[config.mk]
export PLATFORM = sky130hd
export DESIGN_NAME = dmap_parser
export DESIGN_NICKNAME = d
export VERILOG_FILES = /design/src/rtl/dmap_pkg.sv /design/src/rtl/dmap_base_decode.sv /design/src/rtl/dmap_follow_seq.sv /design/src/rtl/dmap_regfile.sv /design/src/rtl/dmap_cmd_strobe.sv /design/src/rtl/dmap_parser.sv
export SDC_FILE = /design/constraint.sdc
export NUM_CORES = 1
export LEC_CHECK = 0
export BUFFER_PORTS_ARGS = -buffer_cell sky130_fd_sc_hd__buf_2
export CAP_MARGIN = 5
export CORE_MARGIN = 2
export CORE_UTILIZATION = 47
export CTS_CLUSTER_DIAMETER = 200
export CTS_CLUSTER_SIZE = 12
export DETAILED_ROUTE_END_ITERATION = 8
export GPL_TIMING_DRIVEN = 0
export PLACE_DENSITY = 0.78
export REMOVE_ABC_BUFFERS = 1
export SETUP_SLACK_MARGIN = 0.3
export SLEW_MARGIN = 20
export SYNTH_ARGS = -nofsm -noshare
export SYNTH_HDL_FRONTEND = slang
export SYNTH_SLANG_ARGS = --single-unit
[constraint.sdc]
create_clock -name clk -period 2.6 [get_ports clk]
set_input_delay 0.13 -clock clk [delete_from_list [all_inputs] [get_ports clk]]
set_output_delay 0.13 -clock clk [all_outputs]
set_load 0.03 [all_outputs]
[src/rtl/dmap_pkg.sv]
package dmap_pkg;

  localparam int BYTE_W = 8;
  localparam int ADDR_W = 2 * BYTE_W;

  typedef enum logic [2:0] {
    GRP_NONE, GRP_0, GRP_1, GRP_2, GRP_3, GRP_4, GRP_5, GRP_6
  } grp_e;

  // follow-on field slots; lower index is consumed first
  localparam int F_ALO   = 0;
  localparam int F_AHI   = 1;
  localparam int F_LLO   = 2;
  localparam int F_LHI   = 3;
  localparam int F_ATIM  = 4;
  localparam int F_BTIM  = 5;
  localparam int F_BPRE  = 6;
  localparam int F_BLO   = 7;
  localparam int F_BHI   = 8;
  localparam int F_RMASK = 9;
  localparam int NFLD    = 10;

  localparam logic [BYTE_W-1:0] CMD_LOAD  = 8'hCF;
  localparam logic [BYTE_W-1:0] CMD_CONT  = 8'hD3;
  localparam logic [BYTE_W-1:0] CMD_EN    = 8'h87;
  localparam logic [BYTE_W-1:0] CMD_DIS   = 8'h83;
  localparam logic [BYTE_W-1:0] CMD_RMASK = 8'hBB;

  typedef struct packed {
    logic load;
    logic cont;
    logic en;
    logic dis;
    logic rmf;
  } stb_t;

  typedef struct packed {
    logic              dir_a2b;
    logic [1:0]        op;
    logic [ADDR_W-1:0] a_addr;
    logic [ADDR_W-1:0] blk_len;
    logic              a_io;
    logic [1:0]        a_step;
    logic [1:0]        a_cyc;
    logic              b_io;
    logic [1:0]        b_step;
    logic [1:0]        b_cyc;
    logic [BYTE_W-1:0] b_pre;
    logic [ADDR_W-1:0] b_addr;
    logic              burst;
    logic              auto_rst;
    logic              ce_wait;
    logic [BYTE_W-1:0] rmask;
  } cfg_t;

endpackage

[src/rtl/dmap_base_decode.sv]
module dmap_base_decode
  import dmap_pkg::*;
(
  input  logic [BYTE_W-1:0] byte_in,
  output grp_e              grp,
  output logic [NFLD-1:0]   flags,
  output stb_t              cmd
);

  always_comb begin
    grp = GRP_NONE;
    if (!byte_in[7]) begin
      if (byte_in[1:0] != 2'b00) grp = GRP_0;
      else if (byte_in[2])       grp = GRP_1;
      else                       grp = GRP_2;
    end else begin
      case (byte_in[1:0])
        2'b00:   grp = GRP_3;
        2'b01:   grp = GRP_4;
        2'b11:   grp = GRP_6;
        default: grp = (!byte_in[6] && !byte_in[2]) ? GRP_5 : GRP_NONE;
      endcase
    end
  end

  always_comb begin
    flags = '0;
    case (grp)
      GRP_0: begin
        flags[F_ALO] = byte_in[3];
        flags[F_AHI] = byte_in[4];
        flags[F_LLO] = byte_in[5];
        flags[F_LHI] = byte_in[6];
      end
      GRP_1: flags[F_ATIM] = byte_in[6];
      GRP_2: flags[F_BTIM] = byte_in[6];
      GRP_4: begin
        flags[F_BLO] = byte_in[2];
        flags[F_BHI] = byte_in[3];
      end
      GRP_6: flags[F_RMASK] = (byte_in == CMD_RMASK);
      default: flags = '0;
    endcase
  end

  always_comb begin
    cmd = '0;
    if (grp == GRP_3) begin
      cmd.en = byte_in[6];
    end else if (grp == GRP_6) begin
      cmd.load = (byte_in == CMD_LOAD);
      cmd.cont = (byte_in == CMD_CONT);
      cmd.en   = (byte_in == CMD_EN);
      cmd.dis  = (byte_in == CMD_DIS);
      cmd.rmf  = (byte_in == CMD_RMASK);
    end
  end

endmodule

[src/rtl/dmap_follow_seq.sv]
module dmap_follow_seq
  import dmap_pkg::*;
#(
  parameter int NF       = NFLD,
  parameter int IDX_TIM  = F_BTIM,
  parameter int IDX_PRE  = F_BPRE
) (
  input  logic          clk,
  input  logic          rst_n,
  input  logic          wr_en,
  input  logic          pre_flag,
  input  logic [NF-1:0] base_flags,
  output logic [NF-1:0] sel_oh,
  output logic          busy
);

  localparam logic [NF-1:0] ONE = {{(NF-1){1'b0}}, 1'b1};

  logic [NF-1:0] pend_q;
  logic [NF-1:0] pend_d;

  // lowest pending slot is the one the current byte fills
  always_comb begin
    sel_oh = pend_q & (~pend_q + ONE);
    busy   = |pend_q;
  end

  always_comb begin
    pend_d = pend_q;
    if (!busy) begin
      pend_d = base_flags;
    end else begin
      pend_d = pend_q & ~sel_oh;
      if (sel_oh[IDX_TIM] && pre_flag) pend_d[IDX_PRE] = 1'b1;
    end
  end

  always_ff @(posedge clk or negedge rst_n) begin
    if (!rst_n)     pend_q <= '0;
    else if (wr_en) pend_q <= pend_d;
  end

endmodule

[src/rtl/dmap_regfile.sv]
module dmap_regfile
  import dmap_pkg::*;
#(
  parameter logic [BYTE_W-1:0] RMASK_INIT = 8'h7F
) (
  input  logic              clk,
  input  logic              rst_n,
  input  logic              wr_en,
  input  logic [BYTE_W-1:0] wr_data,
  input  logic              base_ok,
  input  grp_e              grp,
  input  logic [NFLD-1:0]   sel_oh,
  output cfg_t              cfg
);

  cfg_t cfg_q;
  cfg_t cfg_d;

  always_comb begin
    cfg_d = cfg_q;
    if (base_ok) begin
      case (grp)
        GRP_0: begin
          cfg_d.dir_a2b = wr_data[2];
          cfg_d.op      = wr_data[1:0];
        end
        GRP_1: begin
          cfg_d.a_io   = wr_data[3];
          cfg_d.a_step = wr_data[5:4];
        end
        GRP_2: begin
          cfg_d.b_io   = wr_data[3];
          cfg_d.b_step = wr_data[5:4];
        end
        GRP_4: cfg_d.burst = (wr_data[6:5] == 2'b10);
        GRP_5: begin
          cfg_d.auto_rst = wr_data[5];
          cfg_d.ce_wait  = wr_data[4];
        end
        default: cfg_d = cfg_q;
      endcase
    end else begin
      if (sel_oh[F_ALO])   cfg_d.a_addr[BYTE_W-1:0]       = wr_data;
      if (sel_oh[F_AHI])   cfg_d.a_addr[ADDR_W-1:BYTE_W]  = wr_data;
      if (sel_oh[F_LLO])   cfg_d.blk_len[BYTE_W-1:0]      = wr_data;
      if (sel_oh[F_LHI])   cfg_d.blk_len[ADDR_W-1:BYTE_W] = wr_data;
      if (sel_oh[F_ATIM])  cfg_d.a_cyc                    = wr_data[1:0];
      if (sel_oh[F_BTIM])  cfg_d.b_cyc                    = wr_data[1:0];
      if (sel_oh[F_BPRE])  cfg_d.b_pre                    = wr_data;
      if (sel_oh[F_BLO])   cfg_d.b_addr[BYTE_W-1:0]       = wr_data;
      if (sel_oh[F_BHI])   cfg_d.b_addr[ADDR_W-1:BYTE_W]  = wr_data;
      if (sel_oh[F_RMASK]) cfg_d.rmask                    = wr_data;
    end
  end

  always_ff @(posedge clk or negedge rst_n) begin
    if (!rst_n) begin
      cfg_q       <= '0;
      cfg_q.rmask <= RMASK_INIT;
    end else if (wr_en) begin
      cfg_q <= cfg_d;
    end
  end

  assign cfg = cfg_q;

endmodule

[src/rtl/dmap_cmd_strobe.sv]
module dmap_cmd_strobe
  import dmap_pkg::*;
(
  input  logic clk,
  input  logic rst_n,
  input  logic fire,
  input  stb_t cmd,
  output stb_t stb
);

  stb_t stb_q;
  stb_t stb_d;

  always_comb begin
    stb_d = fire ? cmd : '0;
  end

  always_ff @(posedge clk or negedge rst_n) begin
    if (!rst_n) stb_q <= '0;
    else        stb_q <= stb_d;
  end

  assign stb = stb_q;

endmodule

[src/rtl/dmap_parser.sv]
module dmap_parser
  import dmap_pkg::*;
#(
  parameter logic [BYTE_W-1:0] RMASK_INIT  = 8'h7F,
  parameter int                SYNC_STAGES = 2
) (
  input  logic              clk,
  input  logic              rst_n,
  input  logic              wr_en,
  input  logic [BYTE_W-1:0] wr_data,
  output logic              follow_busy,
  output logic              dir_a2b,
  output logic [1:0]        xfer_op,
  output logic [ADDR_W-1:0] a_addr,
  output logic [ADDR_W-1:0] blk_len,
  output logic              a_is_io,
  output logic [1:0]        a_step,
  output logic [1:0]        a_cycles,
  output logic              b_is_io,
  output logic [1:0]        b_step,
  output logic [1:0]        b_cycles,
  output logic [BYTE_W-1:0] b_prescale,
  output logic [ADDR_W-1:0] b_addr,
  output logic              burst_mode,
  output logic              auto_restart,
  output logic              ce_wait_mux,
  output logic [BYTE_W-1:0] read_mask,
  output logic              stb_load,
  output logic              stb_continue,
  output logic              stb_enable,
  output logic              stb_disable,
  output logic              stb_rmask
);

  // reset: asserted asynchronously, released after SYNC_STAGES clocks
  logic [SYNC_STAGES-1:0] rst_sync_q;
  logic                   rst_n_int;

  always_ff @(posedge clk or negedge rst_n) begin
    if (!rst_n) rst_sync_q <= '0;
    else        rst_sync_q <= {rst_sync_q[SYNC_STAGES-2:0], 1'b1};
  end
  assign rst_n_int = rst_sync_q[SYNC_STAGES-1];

  grp_e            grp;
  logic [NFLD-1:0] flags;
  logic [NFLD-1:0] sel_oh;
  stb_t            cmd;
  stb_t            stb;
  cfg_t            cfg;
  logic            busy;
  logic            base_ok;

  dmap_base_decode u_dec (
    .byte_in (wr_data),
    .grp     (grp),
    .flags   (flags),
    .cmd     (cmd)
  );

  dmap_follow_seq #(
    .NF      (NFLD),
    .IDX_TIM (F_BTIM),
    .IDX_PRE (F_BPRE)
  ) u_seq (
    .clk        (clk),
    .rst_n      (rst_n_int),
    .wr_en      (wr_en),
    .pre_flag   (wr_data[5]),
    .base_flags (flags),
    .sel_oh     (sel_oh),
    .busy       (busy)
  );

  assign base_ok = !busy;

  dmap_regfile #(
    .RMASK_INIT (RMASK_INIT)
  ) u_regs (
    .clk     (clk),
    .rst_n   (rst_n_int),
    .wr_en   (wr_en),
    .wr_data (wr_data),
    .base_ok (base_ok),
    .grp     (grp),
    .sel_oh  (sel_oh),
    .cfg     (cfg)
  );

  dmap_cmd_strobe u_stb (
    .clk   (clk),
    .rst_n (rst_n_int),
    .fire  (wr_en && base_ok),
    .cmd   (cmd),
    .stb   (stb)
  );

  assign follow_busy  = busy;
  assign dir_a2b      = cfg.dir_a2b;
  assign xfer_op      = cfg.op;
  assign a_addr       = cfg.a_addr;
  assign blk_len      = cfg.blk_len;
  assign a_is_io      = cfg.a_io;
  assign a_step       = cfg.a_step;
  assign a_cycles     = cfg.a_cyc;
  assign b_is_io      = cfg.b_io;
  assign b_step       = cfg.b_step;
  assign b_cycles     = cfg.b_cyc;
  assign b_prescale   = cfg.b_pre;
  assign b_addr       = cfg.b_addr;
  assign burst_mode   = cfg.burst;
  assign auto_restart = cfg.auto_rst;
  assign ce_wait_mux  = cfg.ce_wait;
  assign read_mask    = cfg.rmask;
  assign stb_load     = stb.load;
  assign stb_continue = stb.cont;
  assign stb_enable   = stb.en;
  assign stb_disable  = stb.dis;
  assign stb_rmask    = stb.rmf;

endmodule

Word level (Yosys, flattened, before mapping)
Cells that the tools add are included.
W data, S select, Z words.

storage, ports and cells
  register bits = 97
  input bits = 11
  output and inout bits = 86
  logic and storage cells = 88

cells by class
  add/subtract/negate cells = 1
  equal/unequal tests = 15
  mux-type cells = 17
  bitwise logic cells = 5
  reductions and logical operators = 24

operator list
  kind                     count
  $reduce_and A3 Y1        15
  $eq A8 B8 Y1 const B     5
  $and A10 B10 Y10         2
  $not A10 Y10             2
  $eq A3 B3 Y1 const B     4
  $add A10 B1 Y10 const B  1
  $mux W10                 1
  $mux W5                  2
  $reduce_or A10 Y1        1
  $mux W3                  3
  $pmux W3 S3              1
  $eq A3 B2 Y1 const B     2
  $mux W1                  6
  $mux W2                  3
  $eq A2 B2 Y1 const B     2
  $mux W4                  1
  $eq A3 B1 Y1 const B     1
  $logic_and A1 B1 Y1      3
  $logic_not A1 Y1         3
  $eq A2 B1 Y1 const B     1
  $logic_not A2 Y1         1
  $reduce_bool A2 Y1       1
  $not A1 Y1               1

Logic depth before layout (Yosys ltp)
Gate-level depths: netlist of run 1.

  depth after elaboration = 9
  depth in mapped cells = 6
  mapped depth without buffers = 4

Cells and area by module
Synthesis of run 1 repeated with hierarchy kept, for this count alone.

unflattened totals
  cell total of the unflattened synthesis = 307
  area total of the unflattened synthesis = 4139.0 um^2

by module, submodules not included
  module            instances  cells each  area each (um^2)  sequential area each (um^2)
  dmap_regfile      1          188         3061.7            2010.7
  dmap_follow_seq   1          65          588.1             250.2
  dmap_base_decode  1          39          269.0             0.0
  dmap_cmd_strobe   1          10          156.4             125.1
  dmap_parser       1          5           63.8              50.0

Worst setup path before layout of run 1
No wires, ideal clock.

  path kind = reg2reg
  start = register u_seq.pend_q[8]
  end = register u_regs.cfg_q, in the netlist u_regs.cfg[77]
  library setup time = 0.125 ns
  arrival time = 1.877 ns
  required time = 2.475 ns
  path slack = 0.598 ns
  cell stages (with the launch flop) = 5
  path buffers = 0
  period minus slack after synthesis = 2.002 ns
  path through = dfrtp_1 > or4_4 > nor4_4 > nor3b_4 > mux2_2

on the way
  longest elaborated chain between the ends = 3

ends and longest elaborated chain
  item                         RTL line               RTL
  start: declaration           dmap_follow_seq.sv:19  logic [NF-1:0] pend_q;
  start signal: assignment     dmap_follow_seq.sv:40  else if (wr_en) pend_q <= pend_d;
  $reduce_or A10 Y1            dmap_follow_seq.sv:25  busy = |pend_q;
  $not A1 Y1 (no line)         n/a
  $reduce_and A3 Y1 (no line)  n/a
  end signal: assignment       dmap_regfile.sv:61     cfg_q <= cfg_d;
  end: declaration             dmap_regfile.sv:16     cfg_t cfg_q;

No other way between the ends.
A chain may end at the register's enable or synchronous reset.

Final worst setup path of run 1
  start = register u_seq.pend_q[8]
  end = register u_regs.cfg_q, in the netlist u_regs.cfg[79]

The elaborated chain is that of the path after synthesis.

==> results of run 1 <==
==> layout by cell type (no fill, tap or decap), drive strengths merged, types with 2 or more instances in the layout <==
cell type,n
nand2,10
nor3,4
o21ai,6
mux2,78
nand3,2
a21oi,2
buf,99
or3b,2
nand3b,3
dfstp,7
clkinv,4
nand4,5
dfrtp,90
nand4b,2
nor2b,2
a22o,3
nor2,11
inv,5
nor4b,2
clkbuf,10
nor4,3
==> layer usage <==
metal | vias up | part of all wire | global-route usage
li1 | 1148 | - | -
met1 | 1300 | 0.45 | 0.276
met2 | 87 | 0.47 | 0.323
met3 | 11 | 0.068 | 0.0423
met4 | 0 | 0.014 | 0.0652
met5 | - | 0 | 0
==> what timing repair did <==
item                                    CTS  global route
setup buffers                             0             2
hold buffers                              1             0
endpoints found under the hold margin     2             0
gates resized for setup                   0             1
endpoints found under the setup margin    0             4
==> registers in the layout (all words and copies together) (netlist names) <==
register and flops:
u_stb.stb 5, u_regs.cfg 80, rst_sync_q 2, u_seq.pend_q 10
==> area by class of cell <==
type                    count  area [sq um]  share of cell area
well taps                 105           131              0.0283
flip-flops and latches     97          2440               0.525
multi-input cells         150          1360               0.292
clock inverters             6          43.8             0.00943
repair buffers            100           533               0.115
clock buffers              10           128              0.0275
inverters                   4          15.0             0.00323
==> metrics by stage <==
step | worst slack, ps | total power, mW
global placement | -1180 | 5.16
finish | 438 | 6.10
floorplan | -290 | 4.42
global route | 384 | 6.44
CTS | 355 | 6.15
detailed placement | 338 | 5.27
==> cell families after synthesis <==
kind of cell | Yosys count | synth area share
AO/OA/AOI/OAI | 16 | 0.0279
AND/OR/NAND/NOR | 55 | 0.0938
other | 1 | 0.000973
flip-flops | 97 | 0.632
multiplexers | 78 | 0.228
buffers and inverters | 17 | 0.0175
==> path summary, 6_finish.rpt <==
check                                                   end  slack, ps  cells after the start
worst max-delay path             u_regs.cfg[79]$_DFFE_PN0P_        440                      5
worst min-delay path                rst_sync_q[1]$_DFF_PN0_         90                      2
worst max register to register   u_regs.cfg[79]$_DFFE_PN0P_        440                      5
worst min register to register   u_regs.cfg[24]$_DFFE_PN0P_        310                      0
max in group asynchronous         u_regs.cfg[0]$_DFFE_PN1P_       1580                      1
min in group clk                u_seq.pend_q[3]$_DFFE_PN0P_        190                      2
==> where the power goes <==
group	leakage [nW]	internal, mW	total, mW	switching, mW
sequential	1.21	2.11	2.42	0.315
clock	0.0866	0.352	0.868	0.516
combinational	1.01	0.986	2.81	1.82
total	2.31	3.44	6.10	2.65
==> worst max-delay path, delay by kind of cell (launching register included) <==
family	cells	cell delay, ps
AND/OR/NAND/NOR	3	1150
buffers and inverters	1	160
flip-flops	1	420
multiplexers	1	330
==> synth_stat cells, types with 3 or more instances <==
cell type   n  share of area
clkbuf_1   10         0.0097
inv_1       4         0.0039
nand3b_1    3         0.0058
a22o_1      3         0.0068
dfstp_2     7          0.048
nor3_1      3         0.0039
o21ai_0     6         0.0078
mux2_2     78           0.23
nand4_1     5         0.0081
nor2_1     11          0.011
nand2_1    10         0.0097
buf_2       3         0.0039
dfrtp_1    90           0.58
==> metrics.csv, run 1 <==
stage,metric,value,unit
outcome,outcome,"complete, no violations",
cts,Root Buffer,clkbuf_8,
setup_path,largest fanout on the critical path,5,
detailed_routing,Total Wirelength,8470,um
run,Max Cap Viol,0,
placed_design,# placed instances,453,
cells_and_area,Util after Layout,0.574,
sta,Final period util,0.831,
synth,sequential element share of the synthesized area,0.632,
cells_and_area,Final nets,373,
setup_path,Critical Path Start,u_seq.pend_q[8]$_DFFE_PN0P_,
floorplan,die area,0.00894,sq mm
placed_design,Placer Congestion,0.866,
setup_path,Crit Path Category,reg -> reg,
sta,Slew Limit Fails,0,
synth,synthesized cell area,0.00385,sq mm
sta,Clock Skew,11.5,ps
sta,worst slew pin tran,510,ps
detailed_routing,"antenna viol nets, final",0,
synth,Yosys warning count,0,
global_route,vias in the first global route,2514,
sta,sum of negative setup slack,0,ps
floorplan,Ports,97,
cells_and_area,share of cells above drive strength 1,0.564,
cells_and_area,number of diodes,0,
global_route,"Remaining Overflow, GRT",0,
sta,final number of setup-violating endpoints,0,
global_route,GRT Overall Usage,0.201,
setup_path,WP data required,2850,ps
detailed_routing,Iter 0 DRT Violations,144,
setup_path,CP max stage delay,580,ps
cts,worst skew pair latency,360,ps
detailed_routing,residual DRC count,0,
synth,async set-reset flop share out of synthesis,1.00,
cts,H-tree levels,3,
cells_and_area,"non-filler cells, final",472,
sta,Final Hold Viols,0,
setup_path,Setup crit start kind,flip-flop,
cells_and_area,post-route cell area,0.00465,sq mm
sta,Slew headroom,0.660,
floorplan,row cnt,33,
global_route,initial antenna violation count,0,
detailed_routing,DR WL/cell,17.9,um
setup_path,"Cell Chain, Critical Path","or4_4, nor4_4, nor3b_4, buf_4, mux2_2",
setup_path,Worst R2R Start,u_seq.pend_q[8]$_DFFE_PN0P_,
sta,fmax,463,MHz
floorplan,die width,94.6,um
power_and_ir_drop,Leakage Power,2.31,nW
placed_design,IO Port Bufs,96,
sta,Fin Hold WS,89.0,ps
floorplan,Chip Height,94.6,um
cts,Clock transition at path regs,100,ps
synth,Cell variety after synth,38,
sta,RSZ-0062 raised after global routing,false,
cts,Max Buffers Root-to-Sink,2,
cells_and_area,"Area growth, synth to finish",20.5,%
detailed_routing,Pre-Repair DR Iteration Count,4,
detailed_routing,Vias/cell,5.39,
floorplan,core area,0.00809,sq mm
synth,Mapped Avg Cell Area,14.6,sq um
cts,Inserted Clock Buffers,9,
detailed_routing,vias,2546,
placed_design,Final HPWL DP,5690,um
setup_path,Worst setup EP type,flip-flop,
setup_path,Worst Path Arrival,2410,ps
floorplan,Initial Utilization,0.476,
cells_and_area,Layout fillers,699,
power_and_ir_drop,Cell Pwr Density,1310,mW/mm^2
cts,CTS tree,yes,
synth,dominant synthesized flop cell,dfrtp_1,
synth,"flops & latches, synth",97,
placed_design,Placed Area,0.00445,sq mm
sta,clock period minus worst slack,2160,ps
synth,synthesized instance count,264,
setup_path,slowest CP cell,or4_4,
global_route,largest net degree at the start of global routing,59,
hold_path,HP Class,in -> async,
cts,clk sink count,97,
power_and_ir_drop,Max IR drop VDD,683,uV
global_route,first-pass GRT wire length,13400,um
synth,"EDFF count, synth",0,
Note: power is estimated with default switching activity, not from simulation.
==> inputs of run 2 (changes only) <==
--- a/config.mk
+++ b/config.mk
@@ -5,15 +5,16 @@
 export SDC_FILE = /design/constraint.sdc
 export NUM_CORES = 1
 export LEC_CHECK = 0
+export ABC_AREA = 1
 export BUFFER_PORTS_ARGS = -buffer_cell sky130_fd_sc_hd__buf_2
 export CAP_MARGIN = 5
 export CORE_MARGIN = 2
-export CORE_UTILIZATION = 47
+export CORE_UTILIZATION = 53
 export CTS_CLUSTER_DIAMETER = 200
 export CTS_CLUSTER_SIZE = 12
 export DETAILED_ROUTE_END_ITERATION = 8
 export GPL_TIMING_DRIVEN = 0
-export PLACE_DENSITY = 0.78
+export PLACE_DENSITY = 0.82
 export REMOVE_ABC_BUFFERS = 1
 export SETUP_SLACK_MARGIN = 0.3
 export SLEW_MARGIN = 20
==> constraint.sdc (replaced) <==
create_clock -name clk -period 2.2 [get_ports clk]
set_input_delay 0.11 -clock clk [delete_from_list [all_inputs] [get_ports clk]]
set_output_delay 0.11 -clock clk [all_outputs]
set_load 0.03 [all_outputs]
==> metrics.csv, run 2 <==
stage,metric,value,unit,change
outcome,outcome,"complete, no violations",,
cells_and_area,"commonest cells after routing, fill and taps aside","nand2_1 (106), buf_2 (96), dfrtp_1 (89), o21ai_0 (58), nor2_1 (22)",,
cells_and_area,post-route cell area,0.00476,sq mm,+2.5%
power_and_ir_drop,Leakage Power,2.45,nW,+5.8%
setup_path,Worst setup EP type,output pin,,
cells_and_area,Final nets,498,,+34%
detailed_routing,Pre-Repair DR Iteration Count,5,,+1
detailed_routing,residual DRC count,0,,unchanged
global_route,first-pass GRT wire length,14800,um,+11%
sta,worst slew pin tran,724,ps,+214 ps
global_route,initial antenna violation count,0,,unchanged
sta,sum of negative setup slack,0,ps,unchanged
detailed_routing,vias,3079,,+21%
detailed_routing,Iter 0 DRT Violations,262,,+82%
synth,synthesized cell area,0.00406,sq mm,+5.4%
power_and_ir_drop,Max IR drop VDD,653,uV,-4.4%
run,Max Cap Viol,0,,unchanged
synth,synthesized instance count,394,,+49%
power_and_ir_drop,Cell Pwr Density,1530,mW/mm^2,+17%
floorplan,Chip Height,91.5,um,-3.2%
setup_path,Worst Path Arrival,1640,ps,-770 ps
cells_and_area,number of diodes,0,,unchanged
cts,clk sink count,97,,unchanged
floorplan,row cnt,31,,-6.1%
setup_path,Worst Reg-to-Reg Cells,7,,+2
sta,Slew headroom,0.517,,-0.143
synth,Cell variety after synth,29,,-24%
floorplan,Initial Utilization,0.554,,+0.0777
cells_and_area,"Area growth, synth to finish",17.3,%,
floorplan,Ports,97,,unchanged
setup_path,slowest CP cell,dfrtp_1,,
floorplan,core area,0.00733,sq mm,-9.4%
cells_and_area,share of cells above drive strength 1,0.321,,-0.243
synth,Mapped Avg Cell Area,10.3,sq um,-29%
placed_design,IO Port Bufs,96,,unchanged
sta,Final Hold Viols,0,,unchanged
setup_path,"Cell Chain, Critical Path","nor2_1, nand2_1, nor2_8, nand2_4, buf_2",,
placed_design,Placer Congestion,0.934,,+7.8%
sta,Final period util,0.797,,
synth,Synth top area share,0.555,,-0.0297
floorplan,die width,91.5,um,-3.2%
setup_path,reg-to-reg setup timing slack,500,ps,+60 ps
sta,final number of setup-violating endpoints,0,,unchanged
synth,"flops & latches, synth",97,,unchanged
cts,Max Buffers Root-to-Sink,2,,unchanged
cts,Root Buffer,clkbuf_8,,
setup_path,Worst R2R Start,u_seq.pend_q[3]$_DFFE_PN0P_,,
cells_and_area,"commonest non-fill, non-tap cell in the layout",nand2_1,,
cts,Inserted Clock Buffers,9,,unchanged
cts,CTS tree,yes,,
synth,synth top area cells,"dfrtp_1 (55%), nand2_1 (9.8%), o21ai_0 (7.1%)",,
floorplan,die area,0.00838,sq mm,-6.3%
global_route,"Remaining Overflow, GRT",0,,unchanged
setup_path,CP max stage delay,420,ps,-160 ps
detailed_routing,Vias/cell,5.21,,-3.4%
cts,Clock transition at path regs,90,ps,about the same
hold_path,HP Class,in -> reg,,
placed_design,Final HPWL DP,6080,um,+6.8%
synth,Yosys top cell by area,dfrtp_1,,
detailed_routing,Total Wirelength,8960,um,+5.8%
sta,Fin Hold WS,29.6,ps,-59.4 ps
sta,fmax,570,MHz,
cts,worst skew pair latency,360,ps,about the same
setup_path,largest fanout on the critical path,5,,unchanged
cts,CTS resizes,0,,unchanged
synth,Commonest cells post-synth,"nand2_1 (106), dfrtp_1 (90), o21ai_0 (58)",,
synth,most common cell in the synthesized netlist,nand2_1,,
synth,dominant synthesized flop cell,dfrtp_1,,
global_route,vias in the first global route,2913,,+16%
setup_path,Setup crit start kind,flip-flop,,
setup_path,Crit Path Category,reg -> out,,
cts,H-tree levels,3,,unchanged
setup_path,R2R Path End,u_regs.cfg[7]$_DFFE_PN0P_,,
placed_design,Placed Area,0.00454,sq mm,+2.1%
synth,Yosys warning count,0,,unchanged
detailed_routing,"antenna viol nets, final",0,,unchanged
sta,RSZ-0062 raised after global routing,false,,
cells_and_area,max reg flops,80,,unchanged
synth,async set-reset flop share out of synthesis,1.00,,unchanged
sta,clock period minus worst slack,1750,ps,
synth,sequential element share of the synthesized area,0.600,,-0.0321
setup_path,Critical Path Start,u_seq.pend_q[3]$_DFFE_PN0P_,,
global_route,largest net degree at the start of global routing,58,,-1.7%
sta,Slew Limit Fails,0,,unchanged
setup_path,WP data required,2090,ps,-760 ps
setup_path,Critical Path Sink,follow_busy,,
global_route,GRT Overall Usage,0.227,,+0.0260
sta,Clock Skew,10.7,ps,-0.882 ps
detailed_routing,DR WL/cell,15.2,um,-16%
synth,"EDFF count, synth",0,,unchanged
## run 2: cell count changes after synthesis, sizes merged, moves of 7 or more
| cell | delta |
|---|---|
| nand2 | +103 |
| o21ai | +83 |
| mux2 | -78 |
| inv | +14 |
| nor2 | +14 |
| nand3 | +11 |
| buf | +7 |
## run 2: cell families (layout without fill, tap and decap cells)
logic type / after synthesis / in the layout / synth area share
AND/OR/NAND/NOR: 166 / 166 / 0.213
flip-flops: 97 / 97 / 0.600
AO/OA/AOI/OAI: 93 / 93 / 0.131
buffers and inverters: 37 / 135 / 0.0555
other: 1 / 1 / 0.000923
## run 2: through the flow
stage | worst slack [ps] | total power, mW | cells | util
CTS | 387 | 7.29 | 589 | 0.648
floorplan | -690 | 5.18 | 376 | -
global placement | -1560 | 5.99 | 571 | 0.616
global route | 303 | 7.72 | 591 | 0.650
detailed placement | 493 | 6.11 | 572 | 0.619
finish | 447 | 7.28 | 591 | 0.650
## run 2: how the worst min path moves through the flow
stage,from,end,cells after the start
after global routing,wr_data[3],u_seq.pend_q[8]$_DFFE_PN0P_,3
after CTS,wr_data[3],u_seq.pend_q[8]$_DFFE_PN0P_,3
final,wr_data[3],u_seq.pend_q[8]$_DFFE_PN0P_,3
after global placement,rst_n,rst_sync_q[1]$_DFF_PN0_,1
after detailed placement,rst_n,rst_sync_q[0]$_DFF_PN0_,1
after floorplan,rst_n,rst_sync_q[0]$_DFF_PN0_,0
## run 2: power by group
group          leakage [nW]  total (mW)  switching, mW  internal [mW]
clock                0.0970        1.17          0.608          0.561
sequential             1.24        2.84          0.413           2.43
combinational          1.11        3.27           2.33          0.941
## run 2: what timing repair did
action                     4_1_cts  5_1_grt
hold buffers                     1        0
hold endpoints to repair         2        0
buffers inserted                 0        2
setup endpoints to repair        0        1
## run 2: area by class of cell
cell class,instances,area (sq um)
Multi-Input combinational cell,260,1400
Fill cell,633,2570
Inverter,19,76.3
Sequential cell,97,2440
Tap cell,99,124
Clock buffer,12,145
Timing Repair Buffer,100,526
Clock inverter,4,51.3
## run 2: layer usage
metal,part of all wire,vias to the layer above,global-route usage
met5,0,-,0
met4,0.018,0,0.105
met3,0.061,12,0.0349
met2,0.49,121,0.358
met1,0.43,1469,0.311
li1,-,1477,-
## run 2: worst max-delay path: cells and delay by family (launching register included)
family	cells	cell delay (ps)
buffers and inverters	1	200
DFF	1	420
and+or+nand+nor	4	670
